==> src/rtl/flash_seq_pkg.sv <==
package flash_seq_pkg;

    localparam int REG_AW = 6;
    localparam int NUM_OPS = 5;

    localparam logic [REG_AW-1:0] OFS_CTRL = 6'h00;
    localparam logic [REG_AW-1:0] OFS_TIM0 = 6'h04;
    localparam logic [REG_AW-1:0] OFS_TIM1 = 6'h08;
    localparam logic [REG_AW-1:0] OFS_TIM2 = 6'h0C;
    localparam logic [REG_AW-1:0] OFS_ADDR = 6'h20;
    localparam logic [REG_AW-1:0] OFS_STAT = 6'h2C;

    // control field positions
    localparam int CB_SLEEP = 0;
    localparam int CB_PROT  = 1;
    localparam int CB_OP_LO = 3;
    localparam int CB_AUTO  = 8;

    // strobe / operation index, priority order (lowest wins)
    localparam int OP_MASS   = 0;
    localparam int OP_PAGE   = 1;
    localparam int OP_PROG   = 2;
    localparam int OP_REFC   = 3;
    localparam int OP_RECALL = 4;

    typedef enum logic [1:0] {
        PH_IDLE = 2'd0,
        PH_MAIN = 2'd1,
        PH_HOLD = 2'd2
    } phase_e;

endpackage

==> src/rtl/flash_seq_prio.sv <==
module flash_seq_prio #(
    parameter int N = 5
) (
    input  logic [N-1:0] req,
    output logic [N-1:0] grant
);
    genvar i;
    generate
        for (i = 0; i < N; i++) begin : g_pick
            if (i == 0) begin : g_first
                assign grant[i] = req[i];
            end else begin : g_rest
                assign grant[i] = req[i] & ~(|req[i-1:0]);
            end
        end
    endgenerate
endmodule

==> src/rtl/flash_seq_regs.sv <==
module flash_seq_regs
    import flash_seq_pkg::*;
#(
    parameter int ADDR_W     = 24,
    parameter int PAGE_SHIFT = 12,
    parameter int WAIT_W     = 6,
    parameter int NVH_W      = 16,
    parameter int ERASE_W    = 24,
    parameter int PROG_W     = 16,
    parameter int H100_W     = 8,
    parameter int T10_W      = 4,
    parameter int CNT_W      = 24,
    localparam int PAGE_W    = ADDR_W - PAGE_SHIFT
) (
    input  logic                clk,
    input  logic                rst_n,
    input  logic                wr_en,
    input  logic [REG_AW-1:0]   addr,
    input  logic [31:0]         wdata,
    output logic [31:0]         rdata,
    input  logic                busy,
    input  logic                done,
    input  logic                st_redun,
    input  logic                st_disch,
    input  logic                st_brown,
    output logic                start,
    output logic [CNT_W-1:0]    main_len,
    output logic [NVH_W-1:0]    hold_len,
    output logic [PAGE_W-1:0]   page_sel,
    output logic [NUM_OPS-1:0]  ops
);

    typedef struct packed {
        logic                sleep;
        logic                prot;
        logic [NUM_OPS-1:0]  ops;
        logic                autop;
        logic [WAIT_W-1:0]   waits;
        logic [NVH_W-1:0]    nvh;
        logic [ERASE_W-1:0]  erase;
        logic [PROG_W-1:0]   prog;
        logic [H100_W-1:0]   h100;
        logic [T10_W-1:0]    t10;
        logic [ADDR_W-1:0]   faddr;
        logic                wer;
    } regs_t;

    regs_t st_d, st_q;

    logic [NUM_OPS-1:0] op_req;
    logic [NUM_OPS-1:0] op_grant;
    logic               unused_wdata;

    assign op_req       = wdata[CB_OP_LO +: NUM_OPS];
    assign unused_wdata = ^wdata;

    flash_seq_prio #(.N(NUM_OPS)) prio_i (
        .req   (op_req),
        .grant (op_grant)
    );

    // next-state computation
    always_comb begin
        st_d  = st_q;
        start = 1'b0;

        if (done) begin
            st_d.ops = '0;
        end

        if (wr_en) begin
            case (addr)
                OFS_CTRL: begin
                    if (!busy) begin
                        st_d.sleep = wdata[CB_SLEEP];
                        st_d.prot  = wdata[CB_PROT];
                        st_d.autop = wdata[CB_AUTO];
                        if (|op_req) begin
                            if (st_q.prot) begin
                                st_d.wer = 1'b1;
                            end else begin
                                st_d.ops = op_grant;
                                start    = 1'b1;
                            end
                        end
                    end
                end
                OFS_TIM0: begin
                    if (st_q.prot) begin
                        st_d.wer = 1'b1;
                    end else begin
                        st_d.waits = wdata[WAIT_W-1:0];
                        st_d.nvh   = wdata[16 +: NVH_W];
                    end
                end
                OFS_TIM1: begin
                    if (st_q.prot) begin
                        st_d.wer = 1'b1;
                    end else begin
                        st_d.erase = wdata[ERASE_W-1:0];
                    end
                end
                OFS_TIM2: begin
                    if (st_q.prot) begin
                        st_d.wer = 1'b1;
                    end else begin
                        st_d.prog = wdata[PROG_W-1:0];
                        st_d.h100 = wdata[16 +: H100_W];
                        st_d.t10  = wdata[24 +: T10_W];
                    end
                end
                OFS_ADDR: begin
                    if (st_q.prot) begin
                        st_d.wer = 1'b1;
                    end else begin
                        st_d.faddr = wdata[ADDR_W-1:0];
                    end
                end
                OFS_STAT: begin
                    if (wdata[1]) begin
                        st_d.wer = 1'b0;
                    end
                end
                default: ;
            endcase
        end
    end

    // phase length for the granted operation
    always_comb begin
        main_len = '0;
        if (op_grant[OP_MASS] | op_grant[OP_PAGE] | op_grant[OP_REFC]) begin
            main_len = CNT_W'(st_q.erase);
        end else if (op_grant[OP_PROG]) begin
            main_len = CNT_W'(st_q.prog);
        end else if (op_grant[OP_RECALL]) begin
            main_len = CNT_W'(st_q.h100);
        end
    end

    assign hold_len = st_q.nvh;
    assign page_sel = st_q.faddr[ADDR_W-1:PAGE_SHIFT];
    assign ops      = st_q.ops;

    // read mux
    always_comb begin
        rdata = '0;
        case (addr)
            OFS_CTRL: begin
                rdata[CB_SLEEP]               = st_q.sleep;
                rdata[CB_PROT]                = st_q.prot;
                rdata[CB_OP_LO +: NUM_OPS]    = st_q.ops;
                rdata[CB_AUTO]                = st_q.autop;
            end
            OFS_TIM0: begin
                rdata[WAIT_W-1:0]  = st_q.waits;
                rdata[16 +: NVH_W] = st_q.nvh;
            end
            OFS_TIM1: rdata[ERASE_W-1:0] = st_q.erase;
            OFS_TIM2: begin
                rdata[PROG_W-1:0]   = st_q.prog;
                rdata[16 +: H100_W] = st_q.h100;
                rdata[24 +: T10_W]  = st_q.t10;
            end
            OFS_ADDR: rdata[ADDR_W-1:0] = st_q.faddr;
            OFS_STAT: begin
                rdata[0] = busy;
                rdata[1] = st_q.wer;
                rdata[2] = st_redun;
                rdata[3] = st_disch;
                rdata[4] = st_brown;
            end
            default: ;
        endcase
    end

    always_ff @(posedge clk or negedge rst_n) begin
        if (!rst_n) begin
            st_q      <= '0;
            st_q.prot <= 1'b1;
        end else begin
            st_q <= st_d;
        end
    end

endmodule

==> src/rtl/flash_seq_timer.sv <==
module flash_seq_timer
    import flash_seq_pkg::*;
#(
    parameter int CNT_W  = 24,
    parameter int HOLD_W = 16,
    parameter int PAGE_W = 12
) (
    input  logic              clk,
    input  logic              rst_n,
    input  logic              start,
    input  logic [CNT_W-1:0]  main_len,
    input  logic [HOLD_W-1:0] hold_len,
    input  logic [PAGE_W-1:0] page_in,
    output logic              busy,
    output logic              main_act,
    output logic              hold_act,
    output logic              done,
    output logic [PAGE_W-1:0] page_out
);

    typedef struct packed {
        phase_e              ph;
        logic [CNT_W-1:0]    cnt;
        logic [HOLD_W-1:0]   hold;
        logic [PAGE_W-1:0]   page;
    } tmr_t;

    tmr_t tm_d, tm_q;

    always_comb begin
        tm_d = tm_q;
        done = 1'b0;
        case (tm_q.ph)
            PH_IDLE: begin
                if (start) begin
                    tm_d.ph   = PH_MAIN;
                    tm_d.cnt  = (main_len == '0) ? CNT_W'(1) : main_len;
                    tm_d.hold = hold_len;
                    tm_d.page = page_in;
                end
            end
            PH_MAIN: begin
                if (tm_q.cnt <= CNT_W'(1)) begin
                    tm_d.ph  = PH_HOLD;
                    tm_d.cnt = (tm_q.hold == '0) ? CNT_W'(1) : CNT_W'(tm_q.hold);
                end else begin
                    tm_d.cnt = tm_q.cnt - CNT_W'(1);
                end
            end
            PH_HOLD: begin
                if (tm_q.cnt <= CNT_W'(1)) begin
                    tm_d.ph  = PH_IDLE;
                    tm_d.cnt = '0;
                    done     = 1'b1;
                end else begin
                    tm_d.cnt = tm_q.cnt - CNT_W'(1);
                end
            end
            default: tm_d.ph = PH_IDLE;
        endcase
    end

    assign busy     = (tm_q.ph != PH_IDLE);
    assign main_act = (tm_q.ph == PH_MAIN);
    assign hold_act = (tm_q.ph == PH_HOLD);
    assign page_out = tm_q.page;

    always_ff @(posedge clk or negedge rst_n) begin
        if (!rst_n) begin
            tm_q    <= '0;
            tm_q.ph <= PH_IDLE;
        end else begin
            tm_q <= tm_d;
        end
    end

endmodule

==> src/rtl/flash_cmd_seq.sv <==
module flash_cmd_seq
    import flash_seq_pkg::*;
#(
    parameter int ADDR_W     = 24,
    parameter int PAGE_SHIFT = 12,
    parameter int WAIT_W     = 6,
    parameter int NVH_W      = 16,
    parameter int ERASE_W    = 24,
    parameter int PROG_W     = 16,
    parameter int H100_W     = 8,
    parameter int T10_W      = 4,
    localparam int PAGE_W    = ADDR_W - PAGE_SHIFT
) (
    input  logic               clk,
    input  logic               rst_n,
    input  logic               reg_wr,
    input  logic [5:0]         reg_addr,
    input  logic [31:0]        reg_wdata,
    output logic [31:0]        reg_rdata,
    input  logic               stat_redun_off,
    input  logic               stat_discharged,
    input  logic               stat_brownout,
    output logic [4:0]         arr_strobe,
    output logic               arr_hold,
    output logic [PAGE_W-1:0]  arr_page,
    output logic               busy
);

    localparam int CNT_W = (ERASE_W > PROG_W) ? ERASE_W : PROG_W;

    logic               start;
    logic               done;
    logic               main_act;
    logic [CNT_W-1:0]   main_len;
    logic [NVH_W-1:0]   hold_len;
    logic [PAGE_W-1:0]  page_sel;
    logic [NUM_OPS-1:0] ops;

    flash_seq_regs #(
        .ADDR_W(ADDR_W), .PAGE_SHIFT(PAGE_SHIFT), .WAIT_W(WAIT_W),
        .NVH_W(NVH_W), .ERASE_W(ERASE_W), .PROG_W(PROG_W),
        .H100_W(H100_W), .T10_W(T10_W), .CNT_W(CNT_W)
    ) regs_i (
        .clk      (clk),
        .rst_n    (rst_n),
        .wr_en    (reg_wr),
        .addr     (reg_addr),
        .wdata    (reg_wdata),
        .rdata    (reg_rdata),
        .busy     (busy),
        .done     (done),
        .st_redun (stat_redun_off),
        .st_disch (stat_discharged),
        .st_brown (stat_brownout),
        .start    (start),
        .main_len (main_len),
        .hold_len (hold_len),
        .page_sel (page_sel),
        .ops      (ops)
    );

    flash_seq_timer #(
        .CNT_W(CNT_W), .HOLD_W(NVH_W), .PAGE_W(PAGE_W)
    ) timer_i (
        .clk      (clk),
        .rst_n    (rst_n),
        .start    (start),
        .main_len (main_len),
        .hold_len (hold_len),
        .page_in  (page_sel),
        .busy     (busy),
        .main_act (main_act),
        .hold_act (arr_hold),
        .done     (done),
        .page_out (arr_page)
    );

    assign arr_strobe = ops & {NUM_OPS{main_act}};

endmodule

==> config.mk <==
export PLATFORM = sky130hd
export DESIGN_NAME = flash_cmd_seq
export DESIGN_NICKNAME = d
export VERILOG_FILES = /design/src/rtl/flash_seq_pkg.sv /design/src/rtl/flash_seq_prio.sv /design/src/rtl/flash_seq_regs.sv /design/src/rtl/flash_seq_timer.sv /design/src/rtl/flash_cmd_seq.sv
export SDC_FILE = /design/constraint.sdc
export NUM_CORES = 1
export LEC_CHECK = 0
export BUFFER_PORTS_ARGS = -buffer_cell sky130_fd_sc_hd__buf_2
export CAP_MARGIN = 20
export CORE_ASPECT_RATIO = 1.2
export CORE_MARGIN = 10
export CORE_UTILIZATION = 50
export CTS_CLUSTER_SIZE = 24
export DETAILED_ROUTE_END_ITERATION = 6
export GPL_ROUTABILITY_DRIVEN = 0
export GPL_TIMING_DRIVEN = 0
export PLACE_DENSITY_LB_ADDON = 0.05
export SYNTH_ARGS = -nofsm -noshare
export SYNTH_HDL_FRONTEND = slang
export SYNTH_HIERARCHICAL = 1
export SYNTH_SLANG_ARGS = --single-unit
==> constraint.sdc <==
create_clock -name clk -period 3.6 [get_ports clk]
set_input_delay 0.72 -clock clk [delete_from_list [all_inputs] [get_ports clk]]
set_output_delay 0.72 -clock clk [all_outputs]
set_load 0.02 [all_outputs]
# == Word-level counts from Yosys, hierarchy flattened ==
# Index checks and enable logic that the tools add are counted.
# word_totals
regBits,161
output_inout_bits,51
elab_cells,112
in_bits,44
# classes
reduce_logical,21
mux,47
order_cmp,1
n_addsub,1
bitwise,13
n_eq_ne,13
# ops
operator,n
2-to-1 mux 24 bit,9
2-to-1 mux 105 bit,1
one-hot mux 24 bit (3 select lines),1
2-to-1 mux 28 bit,2
2-to-1 mux 54 bit,1
2-to-1 mux 22 bit,2
one-hot mux 8 bit (4 select lines),1
"<= comparator 24 x 1 -> 1 bit, second input constant",1
logical NOT 24 bit,1
one-hot mux 2 bit (6 select lines),2
"subtractor 24 x 1 -> 24 bit, second input constant",1
one-hot mux 7 bit (3 select lines),1
AND reduction 3 bit,6
logical NOT 16 bit,1
2-to-1 mux 16 bit,1
2-to-1 mux 5 bit,3
"== test 6 x 4 -> 1 bit, second input constant",2
"== test 6 bit, second input constant",2
2-to-1 mux 6 bit,2
one-hot mux 3 bit (4 select lines),1
2-to-1 mux 1 bit,11
one-hot mux 1 bit (5 select lines),2
2-to-1 mux 8 bit,1
one-hot mux 4 bit (2 select lines),1
other kinds (23),40

# == Logic depth before layout (Yosys ltp) ==
# Gate-level depths: netlist (run 1).
# logic_depth
depth_word,10
mapped_depth,13
mapped_depth_nobuf,11

# == Hierarchy ==
# The synthesis (run 1) kept the hierarchy.
# by_module_without_submodules
module,n_inst,seq_area_each_um2,area_each_um2,cells_per_inst
flash_seq_regs,1,2678.8,5461.5,464
flash_seq_timer,1,1351.3,3123.0,306
flash_seq_prio,1,0.0,55.1,6
flash_cmd_seq,1,0.0,31.3,5

# == Least setup slack after synthesis (run 1) ==
# OpenSTA, ideal clock, no wires.
# synth_timing
kind,input-to-reg
from,input reg_addr[2]
to,register timer_i/tm_q[37] (netlist bit)
path_buffers,3
required_ns,3.513
arrival_ns,3.560
setup_ns,0.087
cell_stages,11
setup_slack_ns,-0.047
path_cell_list,buf_2 or4b_2 or2_2 a211oi_1 nor2b_1 clkbuf_1 inv_1 a211oi_1 clkbuf_1 a22oi_1 o211ai_1
# synth_via
elab_chain_len,5
# synth_lines
element,line_no,source
"start, declared",flash_cmd_seq.sv:17,"input logic [5:0] reg_addr,"
logical NOT 6 bit,flash_seq_regs.sv:72,case (addr)
2-to-1 mux 1 bit,flash_seq_regs.sv:72,
2-to-1 mux 1 bit,flash_seq_regs.sv:71,if (wr_en) begin
net start,flash_cmd_seq.sv:31,logic start;
!= test 2 bit (no source line),-,
AND reduction 2 bit (no source line),-,
"end signal, assigned",flash_seq_timer.sv:73,tm_q <= tm_d;
"end, declared",flash_seq_timer.sv:28,"tmr_t tm_d, tm_q;"
# The timed path passes the listed nets, and every way through them passes these cells.
# A chain may end at the register's enable or synchronous reset.

# == Worst setup path after layout (run 1) ==
# layout_timing
from,input reg_addr[5]
to,output reg_rdata[4]
# layout_via
elab_chain_len,2
word_cells_on_any_way,7
classes_between,5 x eq/ne; 1 x mux; 1 x reduce/logical
# layout_lines
element,line_no,source
== test 6 bit (tied with other cells),flash_seq_regs.sv:148,case (addr)
one-hot mux 2 bit (6 select lines) *,flash_seq_regs.sv:148,
"end, declared",flash_cmd_seq.sv:19,"output logic [31:0] reg_rdata,"
# Mark *: on every way between the ends. The rest lies on a longest branch, timed or not.

==> results of run 1 <==
-- power breakdown --
part,switching (mW),internal (mW)
combinational,0.949,0.688
sequential,0.283,2.09
clock,0.830,0.986
-- synthesized netlist by cell type, drive strengths merged, types with 3 or more instances --
cell type,number
nand3,22
dfrtp,160
a32oi,8
nand2b,6
xor2,4
o2bb2ai,4
or4,6
a22oi,42
a222oi,8
and2,21
nor4b,5
clkbuf,25
inv,16
nand2,71
a211oi,3
a221o,4
o21ai,25
o31ai,3
buf,68
nor3,16
o211ai,6
a22o,6
a21oi,19
ha,5
xnor2,5
nor4,19
nor2b,5
nor2,21
nand4,10
mux2,129
nor3b,6
or3,5
-- stage by stage --
step	utilization (%)	setup TNS, ns	hold slack (ns)	std cells	worst slack, ns
final	59.53	0	0.2660	1123	0.1019
after global routing	59.53	0	0.3011	1123	0.01425
after CTS	59.39	0	0.2893	1123	0.01135
after detailed placement	55.61	-17.31	0.4675	1090	-0.7803
after global placement	55.39	-119.22	0.4633	1089	-0.7512
after floorplan	-	0	0.4244	781	0.07533
-- cell families (layout without fill, tap and decap cells) --
family	after synthesis	after routing	synth area share [%]
compound gates	146	146	12.57
simple gates	220	220	14.17
fa+ha+maj	5	5	0.7215
buf+inv	109	235	7.302
mux	131	131	17.85
xor+xnor	9	9	0.9090
flops	161	161	46.48
-- layout make-up --
type	count	area (um2)
clock inverters	15	161.4
flip-flops and latches	161	4030
well taps	216	270.3
plain buffers	93	609.3
inverters	16	60.06
fillers	1423	6872
clock buffers	17	425.4
multi-input cells	511	4048
repair buffers	94	505.5
-- state kept, by name (all words and copies together), names as in the netlist --
| register | flops |
|---|---|
| regs_i/ops | 5 |
| timer_i/tm_q | 42 |
| regs_i/page_sel | 12 |
| regs_i/hold_len | 16 |
| regs_i/st_q | 74 |
| timer_i/page_out | 12 |
-- critical path, stage by stage --
cell      delay, ns
buf_2          0.12
or4_1          0.51
buf_4          0.19
nor3b_4        0.42
clkbuf_4       0.35
a22oi_1        0.12
nand3_1        0.15
buf_2          0.18
-- path summary, 6_finish.rpt --
kind	from	to	slack, ns	cells after the start
setup / recovery	reg_addr[5]	reg_rdata[4]	0.10	8
hold / removal	rst_n	timer_i/page_out[8]	0.27	1
setup reg to reg	timer_i/tm_q[53]	timer_i/tm_q[28]	0.16	12
hold reg to reg	regs_i/st_q[0]	regs_i/st_q[0]	0.48	1
max in group asynchronous	rst_n	regs_i/st_q[105]	2.48	2
min in group clk	regs_i/st_q[0]	regs_i/st_q[0]	0.48	1
-- timing repair --
| action | 4_1_cts | 5_1_grt |
|---|---|---|
| gates resized for setup | 17 | 18 |
| buffers inserted | 1 | 0 |
| hold buffers | 0 | 0 |
| pin swaps | 1 | 2 |
| gates cloned | 0 | 0 |
| endpoints found under the hold margin | 0 | 0 |
| setup endpoints to repair | 56 | 54 |
-- metal layers --
metal / up-vias / wire length [um] / part of all wire, %
li1: 3066 / - / -
met1: 3401 / 10380 / 41
met2: 307 / 12510 / 49
met3: 70 / 1638 / 6.4
met4: 0 / 1094 / 4.3
met5: - / 0 / 0
==> flow_summary_export.csv, run 1 <==
group,metric,value,unit
logic_synthesis,yosysSeqAreaShare,46.48,%
power_and_ir_drop,power_density,576.6,nW/um2
critical_path,cp_max_fo,10,
critical_path,critPathCaptureType,"primary output",
finish,syn_to_final_growth,16.59,%
drt,vias_per_cell,6.094,
finish,nNetsFinal,943,
clocking,htreeDepth,4,
global_route,grtUsageMet2,36.16,%
floorplanning,start_util,51.06,%
logic_synthesis,syn-num-nets,830,
logic_synthesis,yosys.cell_types.count,68,
critical_path,worstSetupStartpointType,"input port",
floorplanning,core,16980,um2
finish,final_common_cell,"dfrtp_1",
timing,fmax,0.2859,GHz
drt,first_pass_iters,5,
timing,worst_pin_slew,1.025,ns
global_route,grtUsageMet3,5.113,%
power_and_ir_drop,total_power,5.829,mW
logic_synthesis,yosysTopAreaCell,"dfrtp_1",
logic_synthesis,ys.flop_type,"dfrtp_1",
finish,final_cell_mix,"dfrtp_1, mux2_2, buf_2",
logic_synthesis,synth.area.top_cells,"dfrtp_1, mux2_2, buf_4",
clocking,clock_latency,0.44,ns
clocking,cts_tree,"done",
floorplanning,io_pins,95,
timing,fin_crit,3.498,ns
logic_synthesis,synth_top_area_share,46.18,%
global_route,grt_max_degree,83,
timing,setup_viol,0,
logic_synthesis,synthCells,781,
floorplanning,rows,52,
clocking,clk_pin_slew,0.06,ns
drt,route.detailed.drc,0,
floorplanning,die-area,23030,um2
drt,drt_iter0_drc,621,
clocking,cts_buffers,17,
floorplanning,die_y,164.3,um
global_route,grt_usage,22.15,%
place,io_buffers,92,
finish,drive_gt1_share,40.13,%
clocking,cts.sinks,161,
drt,antenna_left,0,
global_route,antenna_found_initial,1,
job,cap_violations,0,
timing,hold_viol,0,
global_route,use_met1,26.97,%
critical_path,critPathArrivalTime,2.78,ns
place,dpl-instance-area,9444,um2
finish,fin_area,10110,um2
clocking,root_buffer,"clkbuf_16",
logic_synthesis,syn_area,8671,um2
global_route,grt.overflow.total,0,
worst_hold_path,hold_path.class,"input port to asynchronous set/reset pin",
global_route,busiest_layer,"met2",
drt,wl_per_cell,22.81,um
global_route,grt_first_pass_wirelength,39970,um
logic_synthesis,synthArstFlopShare,100.0,%
finish,num_antenna_cells,0,
logic_synthesis,synth-seq-cells,161,
critical_path,criticalPathCategory,"input port to primary output",
clocking,cts.path.max_buffers,2,
place,dp_hpwl,19090,um
global_route,grt_pass1_vias,7098,
logic_synthesis,syn_avg_cell_area,11.10,um2
logic_synthesis,yosysWarnings,6,
timing,rsz0062_at_grt,"false",
drt,num_vias,6844,
power_and_ir_drop,peakVddDrop,0.3641,mV
drt,drt-total-wl,25620,um
timing,skew,0.008348,ns
floorplanning,die_w,140.2,um
critical_path,cp.required,2.88,ns
timing,finalMaxSlewViolations,0,
power_and_ir_drop,cellLeakagePower,4.959,nW
timing,fin_crit_sh,97.17,%
run_status,status,"complete, no violations",
timing,max_slew_margin,31.14,%
logic_synthesis,synth_edf_count,0,
(Power assumes the default switching activity.)
==> run 2: changes to the inputs <==
- CTS_BUF_LIST: not set -> sky130_fd_sc_hd__clkbuf_4
- PLACE_DENSITY_LB_ADDON: 0.05 -> 0.2
==> run 2 against run 1 <==
  * Register-to-register slack worse by 0.03 ns
  * Final area shrank 3.0%
  * Non-clock buffer count unchanged
  * Routed wire length is 4.3% lower
  * Core utilization down 1.8 points
  * Sequential cell count is the same
  * Combinational power down 2%
  * Critical path depth unchanged
  * Worst hold slack got worse by 0.14 ns
  * Sequential share of layout area up 1.2 points
  * Maximum frequency increased by 0.46%
==> flow_summary_export.csv, run 2 (same netlist as run 1, synthesis figures left out) <==
group,metric,value,unit
floorplanning,die_w,140.2,um
timing,final.setup.worst_slack,0.1179,ns
clocking,htreeDepth,4,
global_route,antenna_found_initial,3,
clocking,cts_buffers,17,
drt,num_vias,6816,
place,io_buffers,92,
critical_path,worst_path_most_repeated_cell,"buf_2",
place,place_ws,-0.7857,ns
run_status,status,"complete, no violations",
timing,whs,0.1235,ns
worst_hold_path,hold_path.class,"input port to asynchronous set/reset pin",
global_route,grt.overflow.total,0,
timing,worst_pin_slew,0.9644,ns
floorplanning,start_util,51.06,%
critical_path,r2r_cells,13,
timing,fin_crit_sh,96.72,%
floorplanning,die-area,23030,um2
critical_path,slowest_delay,0.51,ns
global_route,use_met1,25.33,%
job,cap_violations,0,
global_route,grt_usage,21.12,%
timing,rsz0062_at_grt,"false",
critical_path,worstSetupStartpointType,"input port",
power_and_ir_drop,total_power,5.071,mW
critical_path,crit_cells,8,
floorplanning,rows,52,
finish,syn_to_final_growth,13.09,%
finish,fin_util,57.74,%
drt,route.detailed.drc,0,
floorplanning,core,16980,um2
global_route,grtUsageMet2,36.01,%
power_and_ir_drop,peakVddDrop,0.2402,mV
finish,stdcell_count,1125,
clocking,clk_pin_slew,0.15,ns
critical_path,critPathCaptureType,"primary output",
power_and_ir_drop,cellLeakagePower,4.822,nW
drt,wl_per_cell,21.79,um
timing,fin_crit,3.482,ns
timing,skew,0.01636,ns
global_route,grtUsageMet3,4.968,%
floorplanning,io_pins,95,
critical_path,critical_path.cell_chain,"buf_2 > or4_1 > buf_4 > nor3b_4 > clkbuf_1 > a22oi_1 > nand3_1 > buf_2",
timing,setup_viol,0,
global_route,grt_max_degree,91,
timing,hold_viol,0,
critical_path,crit_buf_inv,4,
drt,vias_per_cell,6.059,
finish,nNetsFinal,943,
drt,antenna_left,0,
finish,regMostFlops,"regs_i/st_q",
critical_path,crit_family,"simple AND/OR/NAND/NOR gates",
clocking,ctsHoldBuffers,0,
drt,drt-total-wl,24520,um
global_route,grt_first_pass_wirelength,38580,um
timing,max_slew_margin,35.21,%
finish,final_cell_mix,"dfrtp_1, mux2_2, buf_2",
finish,fin_area,9806,um2
power_and_ir_drop,power_density,517.1,nW/um2
finish,largest_reg_flops,74,
clocking,cts_tree,"done",
timing,finalMaxSlewViolations,0,
timing,tns,0,ns
drt,first_pass_iters,6,
critical_path,cp_max_fo,10,
clocking,root_buffer,"clkbuf_4",
finish,final_common_cell,"dfrtp_1",
clocking,cts.path.max_buffers,2,
place,dpl-instance-area,9444,um2
critical_path,criticalPathCategory,"input port to primary output",
timing,fmax,0.2872,GHz
floorplanning,die_y,164.3,um
place,dp.cells,1090,
clocking,clock_latency,0.59,ns
global_route,grt_pass1_vias,6911,
place,dp_hpwl,18190,um
critical_path,cp.required,2.88,ns
drt,drt_iter0_drc,645,
critical_path,cp_slowest_cell,"or4_1",
critical_path,critPathArrivalTime,2.76,ns
clocking,cts.sinks,161,
finish,drive_gt1_share,40.13,%
global_route,busiest_layer,"met2",
[run 2: where the power goes]
group          internal, mW  leakage, nW  switching (mW)  total [mW]
Sequential             2.09         2.15           0.288        2.38
Clock                 0.365        0.144           0.726        1.09
Combinational         0.688         2.53           0.914        1.60
Total                  3.14         4.82            1.93        5.07
[run 2: area by class of cell]
type	instances	area, um2
Tap cell	216	270.3
Antenna cell	2	5.005
Clock buffer	17	127.6
Timing Repair Buffer	94	505.5
Multi-Input combinational cell	511	4045
Buffer	93	611.8
Fill cell	1515	7176
Clock inverter	15	150.1
Inverter	16	60.06
Sequential cell	161	4030
[run 2: worst paths after layout]
kind	slack, ns	startpoint	endpoint
worst max register to register	0.13	timer_i/tm_q[52]	timer_i/tm_q[41]
max in group asynchronous	2.61	rst_n	regs_i/st_q[105]
worst min register to register	0.50	regs_i/st_q[0]	regs_i/st_q[0]
worst min-delay path	0.12	rst_n	timer_i/tm_q[50]
worst max-delay path	0.12	reg_addr[5]	reg_rdata[3]
min in group clk	0.34	reg_wdata[28]	regs_i/hold_len[12]
[run 2: repair_timing]
item                       CTS  global route
resized for setup           18            17
buffers inserted             1             0
setup endpoints to repair   56            53
hold endpoints to repair     0             0
pin swaps                    2             1
[run 2: layer usage]
layer | routed length (um) | part of all wire (%) | up-vias
li1 | - | - | 3071
met3 | 1404 | 5.7 | 55
met5 | 7 | 0.029 | -
met1 | 9983 | 41 | 3446
met4 | 749 | 3.1 | 2
met2 | 12380 | 50 | 242
==> run 3: changes to the inputs <==
- HOLD_SLACK_MARGIN: not set -> 0.15
==> run 3 against run 2 <==
  * Cell count about the same
  * Maximum frequency fell by 0.49%
  * Power decreased by 0.12%
  * Critical path type unchanged
==> flow_summary_export.csv, run 3 (same netlist as run 1, synthesis figures left out) <==
group,metric,value,unit
drt,vias_per_cell,6.044,
timing,final.setup.worst_slack,0.1009,ns
timing,rsz0062_at_grt,"false",
global_route,grt_max_degree,91,
finish,regMostFlops,"regs_i/st_q",
worst_hold_path,hold_path.class,"input port to flop",
timing,setup_viol,0,
clocking,clk_pin_slew,0.15,ns
clocking,htreeDepth,4,
power_and_ir_drop,peakVddDrop,0.2409,mV
clocking,cts_tree,"done",
finish,drive_gt1_share,40.09,%
finish,nNetsFinal,944,
global_route,grt_first_pass_wirelength,38590,um
finish,final_common_cell,"dfrtp_1",
power_and_ir_drop,power_density,516.0,nW/um2
power_and_ir_drop,cellLeakagePower,4.826,nW
floorplanning,io_pins,95,
timing,fin_crit_sh,97.20,%
timing,fin_crit,3.499,ns
clocking,cts_buffers,17,
critical_path,critPathArrivalTime,2.78,ns
floorplanning,rows,52,
job,cap_violations,0,
finish,n_fill_cell,1514,
floorplanning,die-area,23030,um2
finish,syn_to_final_growth,13.20,%
floorplanning,die_y,164.3,um
drt,wl_per_cell,21.75,um
global_route,grt_usage,21.12,%
drt,drt_iter0_drc,610,
clocking,cts.sinks,161,
finish,final_cell_mix,"dfrtp_1, mux2_2, buf_2",
global_route,grt_pass1_vias,6914,
critical_path,cp.required,2.88,ns
drt,num_vias,6805,
place,dp_hpwl,18190,um
finish,regArea,4030,um2
critical_path,critPathCaptureType,"primary output",
drt,first_pass_iters,6,
finish,multi_input_area,4045,um2
timing,skew,0.01669,ns
clocking,clock_latency,0.59,ns
timing,worst_pin_slew,0.9724,ns
global_route,grt.overflow.total,0,
global_route,antenna_found_initial,3,
timing,max_slew_margin,34.68,%
drt,drt-total-wl,24490,um
critical_path,worstSetupStartpointType,"input port",
critical_path,cp_max_fo,10,
clocking,root_buffer,"clkbuf_4",
timing,whs,0.3489,ns
run_status,status,"complete, no violations",
timing,hold_viol,0,
drt,antenna_left,0,
floorplanning,start_util,51.06,%
timing,fmax,0.2858,GHz
timing,finalMaxSlewViolations,0,
clocking,cts.path.max_buffers,2,
floorplanning,die_w,140.2,um
place,place_ws,-0.7857,ns
critical_path,criticalPathCategory,"input port to primary output",
place,io_buffers,92,
finish,largest_reg_flops,74,
floorplanning,core,16980,um2
drt,route.detailed.drc,0,
[run 3: cell types whose count changed in the layout (fill, tap and decap cells not counted), sizes merged]
| cell | change |
|---|---|
| dlygate4sd3 | +1 |
[run 3: stage by stage]
stage | cells | utilization (%) | power (mW) | TNS, ns | area, um2
6_report | 1126 | 57.80 | 5.065 | 0 | 9816
5_1_grt | 1125 | 57.79 | 5.345 | 0 | 9813
4_1_cts | 1124 | 57.61 | 5.071 | 0 | 9783
3_5_place_dp | 1090 | 55.61 | 3.967 | -16.90 | 9444
3_3_place_gp | 1089 | 55.39 | 3.938 | -136.04 | 9407
2_1_floorplan | 781 | - | 3.453 | 0 | 8676
[run 3: per-layer routing]
layer	part of all wire (%)	global-route usage, %	up-vias	wire, um
met5	0.029	0	-	7
met4	2.9	7.942	2	711
met3	5.4	4.997	52	1334
met2	50	36.01	240	12360
met1	41	25.33	3436	10080
li1	-	-	3075	-
[run 3: final timing paths]
check / slack, ns / start / endpoint / depth (start not counted)
hold reg to reg: 0.50 / regs_i/st_q[0] / regs_i/st_q[0] / 1
max in group asynchronous: 2.02 / rst_n / regs_i/st_q[105] / 3
min in group asynchronous: 0.72 / rst_n / timer_i/tm_q[50] / 2
setup / recovery: 0.10 / reg_addr[5] / reg_rdata[0] / 8
setup reg to reg: 0.13 / timer_i/tm_q[52] / timer_i/tm_q[41] / 13
hold / removal: 0.35 / reg_wdata[28] / regs_i/hold_len[12] / 2
[run 3: worst max-delay path, cell delays in order]
cell,delay [ns]
buf_2,0.12
or4_1,0.51
buf_4,0.19
nor3b_4,0.35
clkbuf_1,0.45
a22oi_1,0.13
nand3_1,0.13
buf_2,0.18
[run 3: power breakdown]
group / switching, mW / internal (mW) / leakage (nW) / total [mW]
registers: 0.286 / 2.09 / 2.15 / 2.37
logic: 0.913 / 0.689 / 2.53 / 1.60
clock network: 0.724 / 0.365 / 0.144 / 1.09
total: 1.92 / 3.14 / 4.83 / 5.06
[run 3: repair_timing]
item,in CTS,in global routing
setup buffers,1,0
pin swaps,2,1
gates resized for setup,18,17
cloned,0,0
hold endpoints to repair,65,0
setup endpoints to repair,56,53
hold buffers,1,0
[run 3: area by class of cell]
cell class	instances	area share (%)
repair buffers	95	5.252
flip-flops and latches	161	41.06
inverters	16	0.6119
plain buffers	93	6.233
diodes	2	0.05099
clock inverters	15	1.530
clock buffers	17	1.300
well taps	216	2.753
multi-input cells	511	41.21
